$ cat config.mk
export PLATFORM = sky130hd
export DESIGN_NAME = dbg_reg_scan
export DESIGN_NICKNAME = d
export VERILOG_FILES = /design/src/rtl/dbg_scan_pkg.sv /design/src/rtl/dbg_scan_select.sv /design/src/rtl/dbg_scan_frame.sv /design/src/rtl/dbg_scan_busctl.sv /design/src/rtl/dbg_reg_scan.sv
export SDC_FILE = /design/constraint.sdc
export NUM_CORES = 1
export LEC_CHECK = 0
export CELL_PAD_IN_SITES_DETAIL_PLACEMENT = 0
export CELL_PAD_IN_SITES_GLOBAL_PLACEMENT = 1
export CORE_MARGIN = 2
export CORE_UTILIZATION = 45
export DETAILED_ROUTE_END_ITERATION = 10
export DONT_BUFFER_PORTS = 1
export GPL_TIMING_DRIVEN = 0
export HOLD_SLACK_MARGIN = 0.1
export PLACE_DENSITY_LB_ADDON = 0.1
export SETUP_SLACK_MARGIN = 0.02
export SLEW_MARGIN = 20
export SYNTH_ARGS = -nofsm -noshare
export SYNTH_HDL_FRONTEND = slang
export SYNTH_SLANG_ARGS = --single-unit
$ cat constraint.sdc
create_clock -name clk -period 4.6 [get_ports clk]
set_input_delay 0.92 -clock clk [delete_from_list [all_inputs] [get_ports clk]]
set_output_delay 0.92 -clock clk [all_outputs]
set_load 0.01 [all_outputs]
$ cat src/rtl/dbg_scan_pkg.sv
package dbg_scan_pkg;

  typedef enum logic [1:0] {
    OP_IDLE    = 2'd0,
    OP_CAPTURE = 2'd1,
    OP_SHIFT   = 2'd2,
    OP_UPDATE  = 2'd3
  } scan_op_e;

  // Capture wins over shift, shift over update; the port never raises two at once.
  function automatic scan_op_e decode_op(input logic cap, input logic shf, input logic upd);
    if (cap)      return OP_CAPTURE;
    else if (shf) return OP_SHIFT;
    else if (upd) return OP_UPDATE;
    else          return OP_IDLE;
  endfunction

endpackage

$ cat src/rtl/dbg_scan_select.sv
module dbg_scan_select
  import dbg_scan_pkg::*;
#(
  parameter int unsigned SEL_W = 5
) (
  input  logic             clk,
  input  logic             rst,
  input  logic             en_i,
  input  logic             cap_i,
  input  logic             shf_i,
  input  logic             upd_i,
  input  logic             tdi_i,
  output logic [SEL_W-1:0] chain_o,
  output logic             tdo_o
);

  logic [SEL_W-1:0] sreg_q;
  logic [SEL_W-1:0] chain_q;
  scan_op_e         op;

  assign op = decode_op(cap_i, shf_i, upd_i);

  always_ff @(posedge clk) begin
    if (rst) begin
      sreg_q  <= '0;
      chain_q <= '1;
    end else if (en_i) begin
      case (op)
        OP_CAPTURE: sreg_q  <= chain_q;
        OP_SHIFT:   sreg_q  <= {tdi_i, sreg_q[SEL_W-1:1]};
        OP_UPDATE:  chain_q <= sreg_q;
        default:    ;
      endcase
    end
  end

  assign chain_o = chain_q;
  assign tdo_o   = sreg_q[0];

  assert_sel_commit_R8: assert property (@(posedge clk) disable iff (rst)
    (en_i && upd_i && !cap_i && !shf_i) |=> (chain_q == $past(sreg_q)));

  assert_sel_hold_R8: assert property (@(posedge clk) disable iff (rst)
    !(en_i && upd_i) |=> $stable(chain_q));

endmodule

$ cat src/rtl/dbg_scan_frame.sv
module dbg_scan_frame
  import dbg_scan_pkg::*;
#(
  parameter int unsigned DATA_W = 32,
  parameter int unsigned ADDR_W = 7,
  localparam int unsigned FRAME_W = DATA_W + ADDR_W + 1
) (
  input  logic               clk,
  input  logic               rst,
  input  logic               en_i,
  input  logic               cap_i,
  input  logic               shf_i,
  input  logic               upd_i,
  input  logic               tdi_i,
  input  logic [DATA_W-1:0]  cap_data_i,
  output logic [FRAME_W-1:0] frame_o,
  output logic               tdo_o
);

  logic [FRAME_W-1:0] sh_q;
  scan_op_e           op;

  assign op = decode_op(cap_i, shf_i, upd_i);

  always_ff @(posedge clk) begin
    if (rst) begin
      sh_q <= '0;
    end else if (en_i) begin
      case (op)
        OP_CAPTURE: sh_q <= {{(ADDR_W + 1){1'b0}}, cap_data_i};
        OP_SHIFT:   sh_q <= {tdi_i, sh_q[FRAME_W-1:1]};
        default:    ;
      endcase
    end
  end

  assign frame_o = sh_q;
  assign tdo_o   = sh_q[0];

  assert_capture_load_R4: assert property (@(posedge clk) disable iff (rst)
    (en_i && cap_i) |=> (sh_q[DATA_W-1:0] == $past(cap_data_i) &&
                          sh_q[FRAME_W-1:DATA_W] == '0));

  assert_idle_hold_R7: assert property (@(posedge clk) disable iff (rst)
    !en_i |=> $stable(sh_q));

endmodule

$ cat src/rtl/dbg_scan_busctl.sv
module dbg_scan_busctl #(
  parameter int unsigned DATA_W = 32,
  parameter int unsigned ADDR_W = 7,
  localparam int unsigned FRAME_W = DATA_W + ADDR_W + 1
) (
  input  logic               clk,
  input  logic               rst,
  input  logic               go_i,
  input  logic [FRAME_W-1:0] frame_i,
  output logic               bus_req_o,
  output logic               bus_wr_o,
  output logic [ADDR_W-1:0]  bus_addr_o,
  output logic [DATA_W-1:0]  bus_wdata_o,
  input  logic [DATA_W-1:0]  bus_rdata_i,
  output logic [DATA_W-1:0]  rd_latch_o
);

  logic              req_q;
  logic              wr_q;
  logic [ADDR_W-1:0] addr_q;
  logic [DATA_W-1:0] wdata_q;
  logic              rd_pend_q;
  logic [DATA_W-1:0] latch_q;

  always_ff @(posedge clk) begin
    if (rst) begin
      req_q     <= 1'b0;
      wr_q      <= 1'b0;
      addr_q    <= '0;
      wdata_q   <= '0;
      rd_pend_q <= 1'b0;
      latch_q   <= '0;
    end else begin
      req_q     <= go_i;
      rd_pend_q <= req_q && !wr_q;
      if (go_i) begin
        wr_q    <= frame_i[FRAME_W-1];
        addr_q  <= frame_i[FRAME_W-2:DATA_W];
        wdata_q <= frame_i[DATA_W-1:0];
      end
      if (rd_pend_q) latch_q <= bus_rdata_i;
    end
  end

  assign bus_req_o   = req_q;
  assign bus_wr_o    = wr_q;
  assign bus_addr_o  = addr_q;
  assign bus_wdata_o = wdata_q;
  assign rd_latch_o  = latch_q;

  assert_one_access_R6: assert property (@(posedge clk) disable iff (rst)
    go_i |=> bus_req_o);

  assert_no_stray_access_R6: assert property (@(posedge clk) disable iff (rst)
    !go_i |=> !bus_req_o);

  assert_write_keeps_latch_R5: assert property (@(posedge clk) disable iff (rst)
    (bus_req_o && bus_wr_o) ##1 !(bus_req_o && !bus_wr_o) |=> $stable(latch_q));

  assert_read_latched_R3: assert property (@(posedge clk) disable iff (rst)
    (bus_req_o && !bus_wr_o) ##1 1'b1 |=> (latch_q == $past(bus_rdata_i)));

  assert_reset_idle_R9: assert property (@(posedge clk)
    rst |=> (!bus_req_o && latch_q == '0));

endmodule

$ cat src/rtl/dbg_reg_scan.sv
module dbg_reg_scan
  import dbg_scan_pkg::*;
#(
  parameter int unsigned DATA_W       = 32,
  parameter int unsigned ADDR_W       = 7,
  parameter int unsigned IR_W         = 4,
  parameter int unsigned SEL_W        = 5,
  parameter logic [IR_W-1:0]  ACCESS_IR    = 4'hC,
  parameter logic [IR_W-1:0]  SELECT_IR    = 4'h2,
  parameter logic [SEL_W-1:0] ACCESS_CHAIN = '0,
  localparam int unsigned FRAME_W = DATA_W + ADDR_W + 1
) (
  input  logic              clk,
  input  logic              rst,
  input  logic [IR_W-1:0]   tap_ir,
  input  logic              tap_capture,
  input  logic              tap_shift,
  input  logic              tap_update,
  input  logic              tdi,
  output logic              tdo,
  output logic              bus_req,
  output logic              bus_wr,
  output logic [ADDR_W-1:0] bus_addr,
  output logic [DATA_W-1:0] bus_wdata,
  input  logic [DATA_W-1:0] bus_rdata
);

  logic               sel_en;
  logic               acc_en;
  logic [SEL_W-1:0]   chain;
  logic               sel_tdo;
  logic               acc_tdo;
  logic [FRAME_W-1:0] frame;
  logic [DATA_W-1:0]  rd_latch;
  logic               go;

  assign sel_en = (tap_ir == SELECT_IR);
  assign acc_en = (tap_ir == ACCESS_IR) && (chain == ACCESS_CHAIN);
  assign go     = acc_en && (decode_op(tap_capture, tap_shift, tap_update) == OP_UPDATE);

  dbg_scan_select #(.SEL_W(SEL_W)) u_select (
    .clk     (clk),
    .rst     (rst),
    .en_i    (sel_en),
    .cap_i   (tap_capture),
    .shf_i   (tap_shift),
    .upd_i   (tap_update),
    .tdi_i   (tdi),
    .chain_o (chain),
    .tdo_o   (sel_tdo)
  );

  dbg_scan_frame #(.DATA_W(DATA_W), .ADDR_W(ADDR_W)) u_frame (
    .clk        (clk),
    .rst        (rst),
    .en_i       (acc_en),
    .cap_i      (tap_capture),
    .shf_i      (tap_shift),
    .upd_i      (tap_update),
    .tdi_i      (tdi),
    .cap_data_i (rd_latch),
    .frame_o    (frame),
    .tdo_o      (acc_tdo)
  );

  dbg_scan_busctl #(.DATA_W(DATA_W), .ADDR_W(ADDR_W)) u_busctl (
    .clk         (clk),
    .rst         (rst),
    .go_i        (go),
    .frame_i     (frame),
    .bus_req_o   (bus_req),
    .bus_wr_o    (bus_wr),
    .bus_addr_o  (bus_addr),
    .bus_wdata_o (bus_wdata),
    .bus_rdata_i (bus_rdata),
    .rd_latch_o  (rd_latch)
  );

  always_comb begin
    if (sel_en)      tdo = sel_tdo;
    else if (acc_en) tdo = acc_tdo;
    else             tdo = 1'b0;
  end

  assert_access_gated_R7: assert property (@(posedge clk) disable iff (rst)
    bus_req |-> ($past(tap_ir) == ACCESS_IR));

  assert_tdo_quiet_R10: assert property (@(posedge clk) disable iff (rst)
    (!sel_en && !acc_en) |-> !tdo);

endmodule

Yosys cells after proc, flatten, opt, wreduce, memory -nomap -nowiden
Cells that the tools add are included.

storage, ports and cells
  bits in registers = 124
  input bits = 42
  output and inout port bits = 42

cells by class
  equal/unequal tests = 5
  muxes and demuxes = 7
  reduce and logical (&&, ||, !) cells = 9

operators by type and width
  kind                                                              count
  40-bit case mux with 2 select lines                               1
  5-bit case mux with 2 select lines                                1
  2-bit 2-to-1 mux                                                  3
  2-bit AND reduction                                               3
  5-bit zero test                                                   1
  2-bit == test (second input constant)                             2
  4-bit by 2-bit == test with 1-bit output (second input constant)  1
  4-bit == test (second input constant)                             1
  1-bit logical AND                                                 3
  2-bit by 1-bit == test with 1-bit output (second input constant)  1
  1-bit 2-to-1 mux                                                  2
  2-bit nonzero test                                                1
  1-bit zero test                                                   1

Depth between registers and ports, before layout
  depth after elaboration = 6
  mapped depth = 9
  gate-level depth less buffers = 7

Hierarchy
A second synthesis with hierarchy kept.

second synthesis, totals
  cell total of the unflattened synthesis = 480
  area total of the unflattened synthesis = 5253.8 µm²

modules (own cells, without submodules)
  module           instances  cells an instance  area an instance (µm²)
  dbg_scan_busctl  1          237                2687.6
  dbg_scan_frame   1          187                2001.9
  dbg_scan_select  1          47                 500.5
  dbg_reg_scan     1          9                  63.8

Least setup slack after synthesis
Ideal clock, no wire load.

  kind = in2out
  start = input port tap_ir[0]
  end = output port tdo
  arrival time = 1.643 ns
  required time = 3.680 ns
  path slack = 2.037 ns
  stages = 3
  path through = nor4b_2 buf_2 a22o_1

on the way
  word-level cells in the longest chain between the ends = 4
  elaborated cells on any way between the ends = 5
  those cells by class = 2 x eq/ne; 2 x mux; 1 x reduce/logical

ends and longest elaborated chain
  item                  line                source
  from (decl)           dbg_reg_scan.sv:15  input logic [IR_W-1:0] tap_ir,
  4-bit == test         dbg_reg_scan.sv:38  assign acc_en = (tap_ir == ACCESS_IR) && (chain == ACCESS_CHAIN);
  1-bit logical AND     dbg_reg_scan.sv:38
  1-bit 2-to-1 mux      dbg_reg_scan.sv:81  else if (acc_en) tdo = acc_tdo;
  1-bit 2-to-1 mux (*)  dbg_reg_scan.sv:80  if (sel_en) tdo = sel_tdo;
  to (decl)             dbg_reg_scan.sv:20  output logic tdo,

Every way passes the cells marked *; elsewhere a longest branch is shown, timed or not.

Final worst setup path
Same ends and word-level chain as after synthesis.

==> results.sh <==
export IMPL_tns_ns=0
export IMPL_synth_top_cell_area_share_pct=45.7
export IMPL_cp_end_kind="output port"
export IMPL_grt_max_degree=17
export IMPL_clock_skew_ns=0.00923
export IMPL_fin_cells=712
export IMPL_cts_max_level=4
export IMPL_setup_viol=0
export IMPL_finalMaxSlewViolations=0
export IMPL_fin_area_mm2=0.00623
export IMPL_postRouteAntennaNets=0
export IMPL_pre_cts_slack_ns=1.63
export IMPL_grt_pass1_vias=4145
export IMPL_fin_crit_ns=2.78
export IMPL_cts_resized=0
export IMPL_via_per_inst=5.90
export IMPL_syn_area_mm2=0.00544
export IMPL_wire_per_inst_um=19.3
export IMPL_power_frac_comb_pct=2.7
export IMPL_routed_wl_um=13700
export IMPL_yosysSeqAreaShare_pct=45.7
export IMPL_seqPwrFrac_pct=42.8
export IMPL_yosys_register_bits=124
export IMPL_cp_arrival_ns=1.86
export IMPL_whs_ns=0.462
export IMPL_ir_worst_vdd_v=0.000240
export IMPL_num_rows=40
export IMPL_crit_type="in -> out"
export IMPL_path_cells="nor4b_2 > buf_2 > a22o_1"
export IMPL_initial_utilization_pct=45.7
export IMPL_drv_cap=0
export IMPL_dp_hpwl_um=9440
export IMPL_netSwitchingFraction_pct=20.9
export IMPL_area_delta_synth_final_pct=14.6
export IMPL_internal_power_mw=1.99
export IMPL_power_switching_mw=0.526
export IMPL_synth_nets=577
export IMPL_power_share_clock_pct=54.5
export IMPL_grt_use_total_pct=22.0
export IMPL_cts_setup_buffers=0
export IMPL_crit_required_ns=3.68
export IMPL_grt_first_pass_wirelength_um=21900
export IMPL_final_nets=596
export IMPL_setup_ws_ns=1.82
export IMPL_overflow=0
export IMPL_synthCells=533
export IMPL_clock_latency_ns=0.43
export IMPL_yosysUniqueCellTypes=36
export IMPL_dieArea_mm2=0.0130
export IMPL_period_share_pct=60.5
export IMPL_max_freq_ghz=0.359
export IMPL_pin_count=84
export IMPL_io_buffer_count=0
export IMPL_place_area_mm2=0.00562
export IMPL_synth_area_per_cell_um2=10.2
export IMPL_numCtsBuffers=17
export IMPL_cts_tree="done"
export IMPL_antenna_found_initial=0
export IMPL_status="finished clean"
export IMPL_relSlewSlack_pct=44.6
export IMPL_core_area_mm2=0.0119
export IMPL_postCtsHoldBufs=0
export IMPL_antennaDiodeCount=0
export IMPL_rsz0062_at_grt="no"
export IMPL_vias=4202
export IMPL_hold_violations=0
export IMPL_cts_buffer_depth=2
export IMPL_die_h_um=114
export IMPL_cts_sinks=124
export IMPL_cp_start_kind="input port"
export IMPL_root_buffer="clkbuf_16"
export IMPL_cp_slowest_cell="nor4b_2"
export IMPL_slowest_delay_ns=0.43
export IMPL_drtIter0Drc=254
export IMPL_drc_errors=0
export IMPL_clkTransAtPathRegs_ns=0.06
export IMPL_worstHoldPathType="reg -> reg"
export IMPL_yosys_top_cells_area="dfxtp_1 (46%), mux2i_1 (16%), o31ai_2 (6.9%), a211oi_1 (5.1%), a31oi_1 (3.7%)"
export IMPL_dr_pass1_iters=6
export IMPL_yosys_warnings=0
export IMPL_die_w_um=114
export IMPL_p_per_area_mw_per_mm2=404
export IMPL_leakage_nw=1.95
export IMPL_place_gp_congestion=0.800
export IMPL_crit_fanout=10
export IMPL_yosysTopAreaCell="dfxtp_1"
export IMPL_drive_gt1_share_pct=15.9
export IMPL_dp_cells=680
export IMPL_worstMarginPinSlew_ns=0.829
area by class of cell:
type                            instances  area [um2]
Clock inverter                          6        80.1
Clock buffer                           26         529
Sequential cell                       124        2480
Buffer                                 61         280
Inverter                                3        11.3
Tap cell                              147         184
Multi-Input combinational cell        345        2660
Fill cell                            1099        5680
per-layer routing:
layer,up-vias,track usage (%),part of all wire (%)
li1,2041,-,-
met1,2054,28.9,47
met2,89,34.5,46
met3,18,6.06,5.1
met4,0,8.54,1.5
met5,-,0,0
power by group through the flow:
stage	Combinational [mW]	Clock, mW	Sequential (mW)
global route	0.0747	1.43	1.08
finish	0.0687	1.37	1.08
detailed placement	0.0682	0	1.10
floorplan	0.0507	0	1.10
CTS	0.0686	1.38	1.08
global placement	0.0683	0	1.10
path summary, 6_finish.rpt:
| path | slack [ns] | endpoint | cells after the start | startpoint |
|---|---|---|---|---|
| setup reg to reg | 2.61 | u_busctl.bus_wdata_o[13] | 4 | u_select.chain_o[4] |
| setup / recovery | 1.82 | tdo | 3 | tap_ir[0] |
| hold reg to reg | 0.46 | u_frame.frame_o[33] | 2 | u_frame.frame_o[34] |
| hold / removal | 0.46 | u_frame.frame_o[33] | 2 | u_frame.frame_o[34] |
logic make-up after synthesis:
family | count (synthesis) | share of synthesized area, %
compound gates | 143 | 20.2
flops | 124 | 45.7
simple gates | 114 | 12.4
mux | 86 | 15.8
buf+inv | 64 | 5.36
fa+ha+maj | 2 | 0.460
synthesized netlist by cell type:
| master | n |
|---|---|
| a22o_1 | 1 |
| nand2b_1 | 18 |
| a21o_1 | 1 |
| buf_1 | 4 |
| or3_4 | 1 |
| nor2b_1 | 1 |
| buf_4 | 1 |
| nor4b_2 | 2 |
| nand4_1 | 31 |
| or2_1 | 1 |
| buf_2 | 20 |
| a21oi_1 | 36 |
| nand3_1 | 1 |
| o31ai_2 | 30 |
| clkbuf_1 | 33 |
| inv_1 | 3 |
| and4bb_2 | 1 |
| a31oi_1 | 32 |
| nor3_1 | 1 |
| a211oi_1 | 37 |
| nor4b_4 | 1 |
| nor2_1 | 35 |
| nor3b_1 | 2 |
| nand4bb_1 | 1 |
| and3_1 | 6 |
| and2_0 | 1 |
| buf_6 | 3 |
| or4b_1 | 1 |
| ha_1 | 2 |
| nand2_1 | 8 |
| nor4_4 | 1 |
| mux2i_1 | 86 |
| a211o_1 | 5 |
| o31ai_1 | 1 |
| nand3b_1 | 1 |
| dfxtp_1 | 124 |
registers in the layout (all words and copies together), names as in the netlist:
name                  count
u_busctl.rd_latch_o      32
u_busctl.rd_pend_q        1
u_busctl.bus_req_o        1
u_frame.frame_o          40
u_busctl.bus_wr_o         1
u_select.chain_o          5
u_busctl.bus_wdata_o     32
u_busctl.bus_addr_o       7
u_select.sreg_q           5
cell usage in the layout (no fill, tap or decap), drive strengths merged, types with 2 or more instances in the layout:
master  count
dfxtp     124
inv         3
a211oi     37
nand4      31
nand2       8
a21oi      36
nor4b       3
nor3b       2
o31ai      31
a31oi      32
and3        6
nor2       35
buf        28
clkbuf     59
nand2b     18
a211o       5
bufinv      2
mux2i      86
clkinv      4
ha          2
through the flow:
step           power, mW  utilization [%]
6_report            2.52             52.3
5_1_grt             2.58             52.3
4_1_cts             2.53             52.3
3_5_place_dp        1.17             47.2
3_3_place_gp        1.17             47.2
2_1_floorplan       1.15                -
critical path, delay by kind of cell:
family | cells | cell delay (ns)
AO/OA/AOI/OAI | 1 | 0.22
buffers and inverters | 1 | 0.29
AND/OR/NAND/NOR | 1 | 0.43
(Power assumes the default switching activity.)
